### src/rtl/touch_drive_pkg.sv
package touch_drive_pkg;
    localparam int CHAN_W = 3;
    localparam int PD_W   = 2;
    localparam int MUX_W  = 3;

    typedef enum logic [MUX_W-1:0] {
        MUX_GND = 3'd0,
        MUX_XP  = 3'd1,
        MUX_YP  = 3'd2,
        MUX_YN  = 3'd3,
        MUX_AUX = 3'd4
    } mux_sel_e;

    typedef struct packed {
        logic xp;
        logic xn;
        logic yp;
        logic yn;
    } drv_t;

    typedef struct packed {
        drv_t     drv;
        mux_sel_e mux;
    } chan_cfg_t;

    localparam drv_t DRV_OFF = '{xp: 1'b0, xn: 1'b0, yp: 1'b0, yn: 1'b0};

    localparam logic [PD_W-1:0] PD_SLEEP_PEN = 2'b00;
    localparam logic [PD_W-1:0] PD_SLEEP_QUIET = 2'b01;

    function automatic chan_cfg_t decode_chan(input logic [CHAN_W-1:0] c);
        chan_cfg_t r;
        r.drv = DRV_OFF;
        r.mux = MUX_GND;
        case (c)
            3'b001: begin r.drv.yp = 1'b1; r.drv.yn = 1'b1; r.mux = MUX_XP; end
            3'b101: begin r.drv.xp = 1'b1; r.drv.xn = 1'b1; r.mux = MUX_YP; end
            3'b110: begin r.drv.xp = 1'b1; r.drv.xn = 1'b1; r.mux = MUX_XP; end
            3'b011: begin r.drv.xn = 1'b1; r.drv.yp = 1'b1; r.mux = MUX_XP; end
            3'b100: begin r.drv.xn = 1'b1; r.drv.yp = 1'b1; r.mux = MUX_YN; end
            3'b010: r.mux = MUX_AUX;
            default: ;
        endcase
        return r;
    endfunction

    // Codes 00 and 01 sleep between conversions; 11 and reserved 10 stay up.
    function automatic logic pd_sleeps(input logic [PD_W-1:0] m);
        return (m == PD_SLEEP_PEN) || (m == PD_SLEEP_QUIET);
    endfunction
endpackage

### src/rtl/tp_switch_timing.sv
module tp_switch_timing
    import touch_drive_pkg::*;
(
    input  logic              clk,
    input  logic              rst,
    input  logic [CHAN_W-1:0] chan,
    input  logic              ref_single,
    input  logic              acq,
    input  logic              conv,
    output drv_t              drv_next,
    output drv_t              drv_q,
    output mux_sel_e          mux_q,
    output logic              ref_diff_q
);
    chan_cfg_t cfg;
    logic      drive_window;

    always_comb begin
        cfg          = decode_chan(chan);
        // Differential mode keeps the panel biased through conversion.
        drive_window = acq | (conv & ~ref_single);
        drv_next     = drive_window ? cfg.drv : DRV_OFF;
    end

    always_ff @(posedge clk) begin
        if (rst) begin
            drv_q      <= DRV_OFF;
            mux_q      <= MUX_GND;
            ref_diff_q <= 1'b0;
        end else begin
            drv_q      <= drv_next;
            mux_q      <= cfg.mux;
            ref_diff_q <= ~ref_single;
        end
    end
endmodule

### src/rtl/tp_power_ctrl.sv
module tp_power_ctrl
    import touch_drive_pkg::*;
(
    input  logic            clk,
    input  logic            rst,
    input  logic            acq,
    input  logic            conv,
    input  logic            last_bit,
    input  logic [PD_W-1:0] pd_mode,
    output logic            pen_ok_next,
    output logic            pd_status
);
    logic awake_q, awake_d;
    logic sleep_pen_q, sleep_pen_d;

    always_comb begin
        awake_d     = awake_q;
        sleep_pen_d = sleep_pen_q;
        if (acq || conv) begin
            awake_d = 1'b1;
        end else if (last_bit) begin
            awake_d     = ~pd_sleeps(pd_mode);
            sleep_pen_d = (pd_mode == PD_SLEEP_PEN);
        end
        pen_ok_next = awake_d | sleep_pen_d;
    end

    always_ff @(posedge clk) begin
        if (rst) begin
            awake_q     <= 1'b0;
            sleep_pen_q <= 1'b1;
        end else begin
            awake_q     <= awake_d;
            sleep_pen_q <= sleep_pen_d;
        end
    end

    assign pd_status = ~awake_q;
endmodule

### src/rtl/tp_pen_gate.sv
module tp_pen_gate (
    input  logic clk,
    input  logic rst,
    input  logic pen_det,
    input  logic pen_ok,
    input  logic drv_busy,
    output logic pen_irq_n
);
    always_ff @(posedge clk) begin
        if (rst) pen_irq_n <= 1'b1;
        else     pen_irq_n <= ~(pen_det & pen_ok & ~drv_busy);
    end
endmodule

### src/rtl/touch_drive_ctrl.sv
module touch_drive_ctrl
    import touch_drive_pkg::*;
(
    input  logic              clk,
    input  logic              rst,
    input  logic [CHAN_W-1:0] chan,
    input  logic              ref_single,
    input  logic [PD_W-1:0]   pd_mode,
    input  logic              acq,
    input  logic              conv,
    input  logic              last_bit,
    input  logic              pen_det,
    output logic              xp_en,
    output logic              xn_en,
    output logic              yp_en,
    output logic              yn_en,
    output logic [MUX_W-1:0]  mux_sel,
    output logic              ref_diff,
    output logic              pd_status,
    output logic              pen_irq_n
);
    drv_t     drv_next, drv_q;
    mux_sel_e mux_q;
    logic     pen_ok_next;

    tp_switch_timing u_sw (
        .clk(clk), .rst(rst), .chan(chan), .ref_single(ref_single),
        .acq(acq), .conv(conv), .drv_next(drv_next), .drv_q(drv_q),
        .mux_q(mux_q), .ref_diff_q(ref_diff)
    );

    tp_power_ctrl u_pwr (
        .clk(clk), .rst(rst), .acq(acq), .conv(conv), .last_bit(last_bit),
        .pd_mode(pd_mode), .pen_ok_next(pen_ok_next), .pd_status(pd_status)
    );

    tp_pen_gate u_pen (
        .clk(clk), .rst(rst), .pen_det(pen_det), .pen_ok(pen_ok_next),
        .drv_busy(|drv_next), .pen_irq_n(pen_irq_n)
    );

    assign xp_en   = drv_q.xp;
    assign xn_en   = drv_q.xn;
    assign yp_en   = drv_q.yp;
    assign yn_en   = drv_q.yn;
    assign mux_sel = mux_q;
endmodule

### config.mk
export PLATFORM = sky130hd
export DESIGN_NAME = touch_drive_ctrl
export DESIGN_NICKNAME = d
export VERILOG_FILES = /design/src/rtl/touch_drive_pkg.sv /design/src/rtl/tp_switch_timing.sv /design/src/rtl/tp_power_ctrl.sv /design/src/rtl/tp_pen_gate.sv /design/src/rtl/touch_drive_ctrl.sv
export SDC_FILE = /design/constraint.sdc
export NUM_CORES = 1
export LEC_CHECK = 0
export BUFFER_PORTS_ARGS = -buffer_cell sky130_fd_sc_hd__buf_2
export CAP_MARGIN = 20
export CORE_AREA = 2 2 39 41
export CTS_CLUSTER_DIAMETER = 60
export DETAILED_ROUTE_END_ITERATION = 10
export DIE_AREA = 0 0 41 43
export HOLD_SLACK_MARGIN = 0.05
export PLACE_DENSITY = 0.66
export SLEW_MARGIN = 20
export SYNTH_ARGS = -nofsm -noshare
export SYNTH_HDL_FRONTEND = slang
export SYNTH_HIERARCHICAL = 1
export SYNTH_SLANG_ARGS = --single-unit
### constraint.sdc
create_clock -name clk -period 2.7 [get_ports clk]
set_input_delay 0.54 -clock clk [delete_from_list [all_inputs] [get_ports clk]]
set_output_delay 0.54 -clock clk [all_outputs]
set_load 0.05 [all_outputs]
# == Word level (Yosys, flattened, before mapping) ==
# Index checks and enable logic that the tools add are counted.
# totals
out_inout_bits,10
register_bits,11
wordCells,44
inputBits,12
# op_classes
n_mux,10
n_bitwise,10
reduce_logical,8
eq_ne,7
# op_table
op,n
$pmux 3 s4,1
$eq 3x3->1 const B,3
$mux 1,8
$reduce_or 4->1,2
$eq 3x2->1 const B,2
$reduce_or 3->1,2
$not 1->1,5
$mux 4,1
$and 1x1->1,3
$eq 3x1->1 const B,1
$eq 2x1->1 const B,1
$logic_not 2->1,1
$logic_or 1x1->1,2
$or 1x1->1,2
$reduce_or 2->1,1

# == Depth between registers and ports, before layout ==
# depth
word_depth,9
mapped_depth,5
mapped_depth_nobuf,4

# == Hierarchy ==
# Netlist, hierarchy kept.
# by_module_without_submodules
mod,cells_per_inst,area_per_inst_um2,n_inst,seq_area_each_um2
tp_switch_timing,32,349.1,1,160.2
tp_power_ctrl,13,118.9,1,40.0
tp_pen_gate,2,31.3,1,20.0
touch_drive_ctrl,1,7.5,1,0.0

# == Worst setup path before layout ==
# OpenSTA, ideal clock, no wires.
# synth_timing
path_kind,input port to flip-flop
start,input port ref_single
end,register u_pen.pen_irq_n
t_arrival_ps,1689
path_buffers,1
setup_time_ps,128
stages,5
slack_ps,883
cell_sequence,nand2b_1 clkbuf_1 a22oi_1 or4_1 nand4bb_1
# synth_rtl
element,line_no,rtl
"start, declared",touch_drive_ctrl.sv:7,"input logic ref_single,"
"end signal, assigned",tp_pen_gate.sv:11,else pen_irq_n <= ~(pen_det & pen_ok & ~drv_busy);
"end, declared",tp_pen_gate.sv:7,output logic pen_irq_n

==> results.cfg <==
[status]
status = finished clean

[timing]
tns_ps = 0
post-route-period-util = 0.6057
hold_viol_final = 0
worst_slew_pin_slew_ps = 338.6
skew_ps = 1.995
setup_viol = 0
grt_setup_unrepaired = no
slew_headroom = 0.7743
slew_viol_final = 0
finalCriticalPeriod_ps = 1635
timing.fmax_mhz = 611.5

[worst_setup_path]
crit_arrival_ps = 1770
start_kind = input port
cp_cell_sequence = buf_2 > nand2b_1 > a22oi_1 > or4_1 > nand4bb_1
critPathMaxFanout = 8
critPathLaunch = ref_single
crit_buf_inv = 1
critPathRequiredTime_ps = 2840
crit_path_end_kind = flop
crit_type = in2reg
slowest_stage = or4_1
reg2reg_slack_ps = 1950
crit-reg2reg-launch = u_pwr/awake_q
slowest_delay_ps = 510
crit_family = simple AND/OR/NAND/NOR gates

[pwr]
pwr-share-comb = 0.217
p_per_area_nw_per_um2 = 557.0
vdd_drop_max_v = 0.0002625
p_leak_nw = 0.2851
p_int_w = 0.0002530
total_power_w = 0.0003561
seq_power_share = 0.484
clockPowerShare = 0.299
swShare = 0.2897
p_switching_w = 0.0001032

[logic_synthesis]
yosysSeqAreaShare = 0.4346
yosys.area.top_type_share = 0.4346
synth.avg_cell_area_um2 = 10.56
synthArstFlopShare = 0
postSynthCellCount = 48
synth_top_area_cell = dfxtp_1
synth.area.top_cells = dfxtp_1 43%, a2111oi_2 5.9%, mux2i_1 4.0%
ys.flop_type = dfxtp_1
yosys_warnings = 6
netlist-cell-type-count = 25
synth_area_um2 = 506.7
yosys_register_bits = 11
synth_nets = 60
synth-edff-count = 0

[die]
die_h_um = 43
io-pin-count = 22
core_area_um2 = 1384
die_w_um = 41
dieArea_um2 = 1763
fp-row-count = 14
start_util = 0.3662

[route]
wl_per_cell_um = 11.19
drtIter0Drc = 9
drc = 0
wl_um = 962
viasPerCell = 5.081
ant_nets = 0
first_pass_iters = 4
via_count = 437

[layout]
drive_above_1_share = 0.4429
antennaDiodeCount = 0
final_nets = 83
synthToLayoutAreaGrowth_pct = 26.17
fillers = 146

[global_routing]
grt_first_pass_wirelength_mm = 1.338
grt_pass1_vias = 380
overflow = 0
antenna_found_initial = 0
grt_usage = 0.1120
grt_start_max_net_pins = 13

[job]
drv_cap = 0

[clock_tree]
clk_pin_slew_ps = 70
h-tree-depth = 1
cts_buffer_depth = 2
cts_buffers = 3
post_cts_buffers = 0
cts_sinks = 11
cts_tree = yes
cts_root_buf = clkbuf_4
hold_buffers = 0
clock_latency_ps = 260
cts-resized-gates = 0

[hold_path]
min_from = ref_single
hp-class = in2reg

[place]
port-buffer-count = 21
dpl.hpwl_um = 750.1
gp_congestion = 0.7794
power by group through the flow:
stage / Combinational (W) / Sequential (W) / Clock [W]
after floorplan: 0.0000347 / 0.000198 / 0
after global placement: 0.0000764 / 0.000176 / 0
after detailed placement: 0.0000776 / 0.000176 / 0
after CTS: 0.0000776 / 0.000172 / 0.000112
after global routing: 0.0000831 / 0.000173 / 0.000117
final: 0.0000772 / 0.000172 / 0.000107
per-stage QoR:
stage          instances  setup WS (ps)  hold WS (ps)  utilization  instance area (um2)
4_1_cts               86           1089         440.2       0.4620                639.4
3_5_place_dp          82          801.4         529.0       0.4430                613.1
5_1_grt               86           1008         441.0       0.4620                639.4
6_report              86           1065         447.9       0.4620                639.4
2_1_floorplan         48          882.7         479.2            -                506.7
3_3_place_gp          82          834.5         507.3       0.4430                613.1
worst paths after layout:
path                       end  cells past startpoint
min reg2reg  u_pwr/sleep_pen_q                      2
max            u_pen/pen_irq_n                      5
max reg2reg    u_pen/pen_irq_n                      3
min            u_sw/ref_diff_q                      2
sequential cells by signal, indices dropped and copies added, names as in the netlist:
signal / cells
u_pwr/awake_q: 1
u_pen/pen_irq_n: 1
u_pwr/sleep_pen_q: 1
u_sw/mux_q: 3
u_sw/ref_diff_q: 1
u_sw/drv_q: 4
final cells by class:
cell class / instances / area, um2 / share of cell area
clock buffers: 4 / 26.28 / 0.04110
multi-input cells: 31 / 256.5 / 0.4012
inverters: 3 / 11.26 / 0.01761
repair buffers: 21 / 105.1 / 0.1644
well taps: 16 / 20.02 / 0.03131
flip-flops and latches: 11 / 220.2 / 0.3444
layout by cell type (no fill, tap or decap), types with 2 or more instances in the layout:
cell	n
a22oi_1	2
mux2i_1	2
clkbuf_4	3
a21oi_1	2
a211oi_1	2
inv_1	3
nor3_1	2
nor2_1	3
buf_2	21
a2111oi_2	2
dfxtp_1	11
nand2b_1	3
synthesized netlist by cell type (all sizes together), types with 2 or more instances:
cell / count
a211oi: 2
clkbuf: 2
dfxtp: 11
inv: 3
nand2b: 3
nor3: 2
nor2: 3
a22oi: 2
mux2i: 2
a21oi: 2
a221oi: 2
a2111oi: 2
metal layers:
| metal | vias to the layer above | wire length [um] | track usage |
|---|---|---|---|
| met3 | 0 | 72 | 0.03141 |
| met5 | - | 0 | 0 |
| met4 | 0 | 0 | 0.06000 |
| met1 | 200 | 416 | 0.1340 |
| li1 | 222 | - | - |
| met2 | 15 | 473 | 0.1719 |
kinds of logic (layout without fill, tap and decap cells):
kind of cell,after synthesis,count (layout),synth area share
flip-flops,11,11,0.4346
AO/OA/AOI/OAI,13,13,0.2345
AND/OR/NAND/NOR,15,15,0.2148
XOR/XNOR,1,1,0.01729
buffers and inverters,6,28,0.05926
multiplexers,2,2,0.03951
Power figures use the tool's default switching activity.
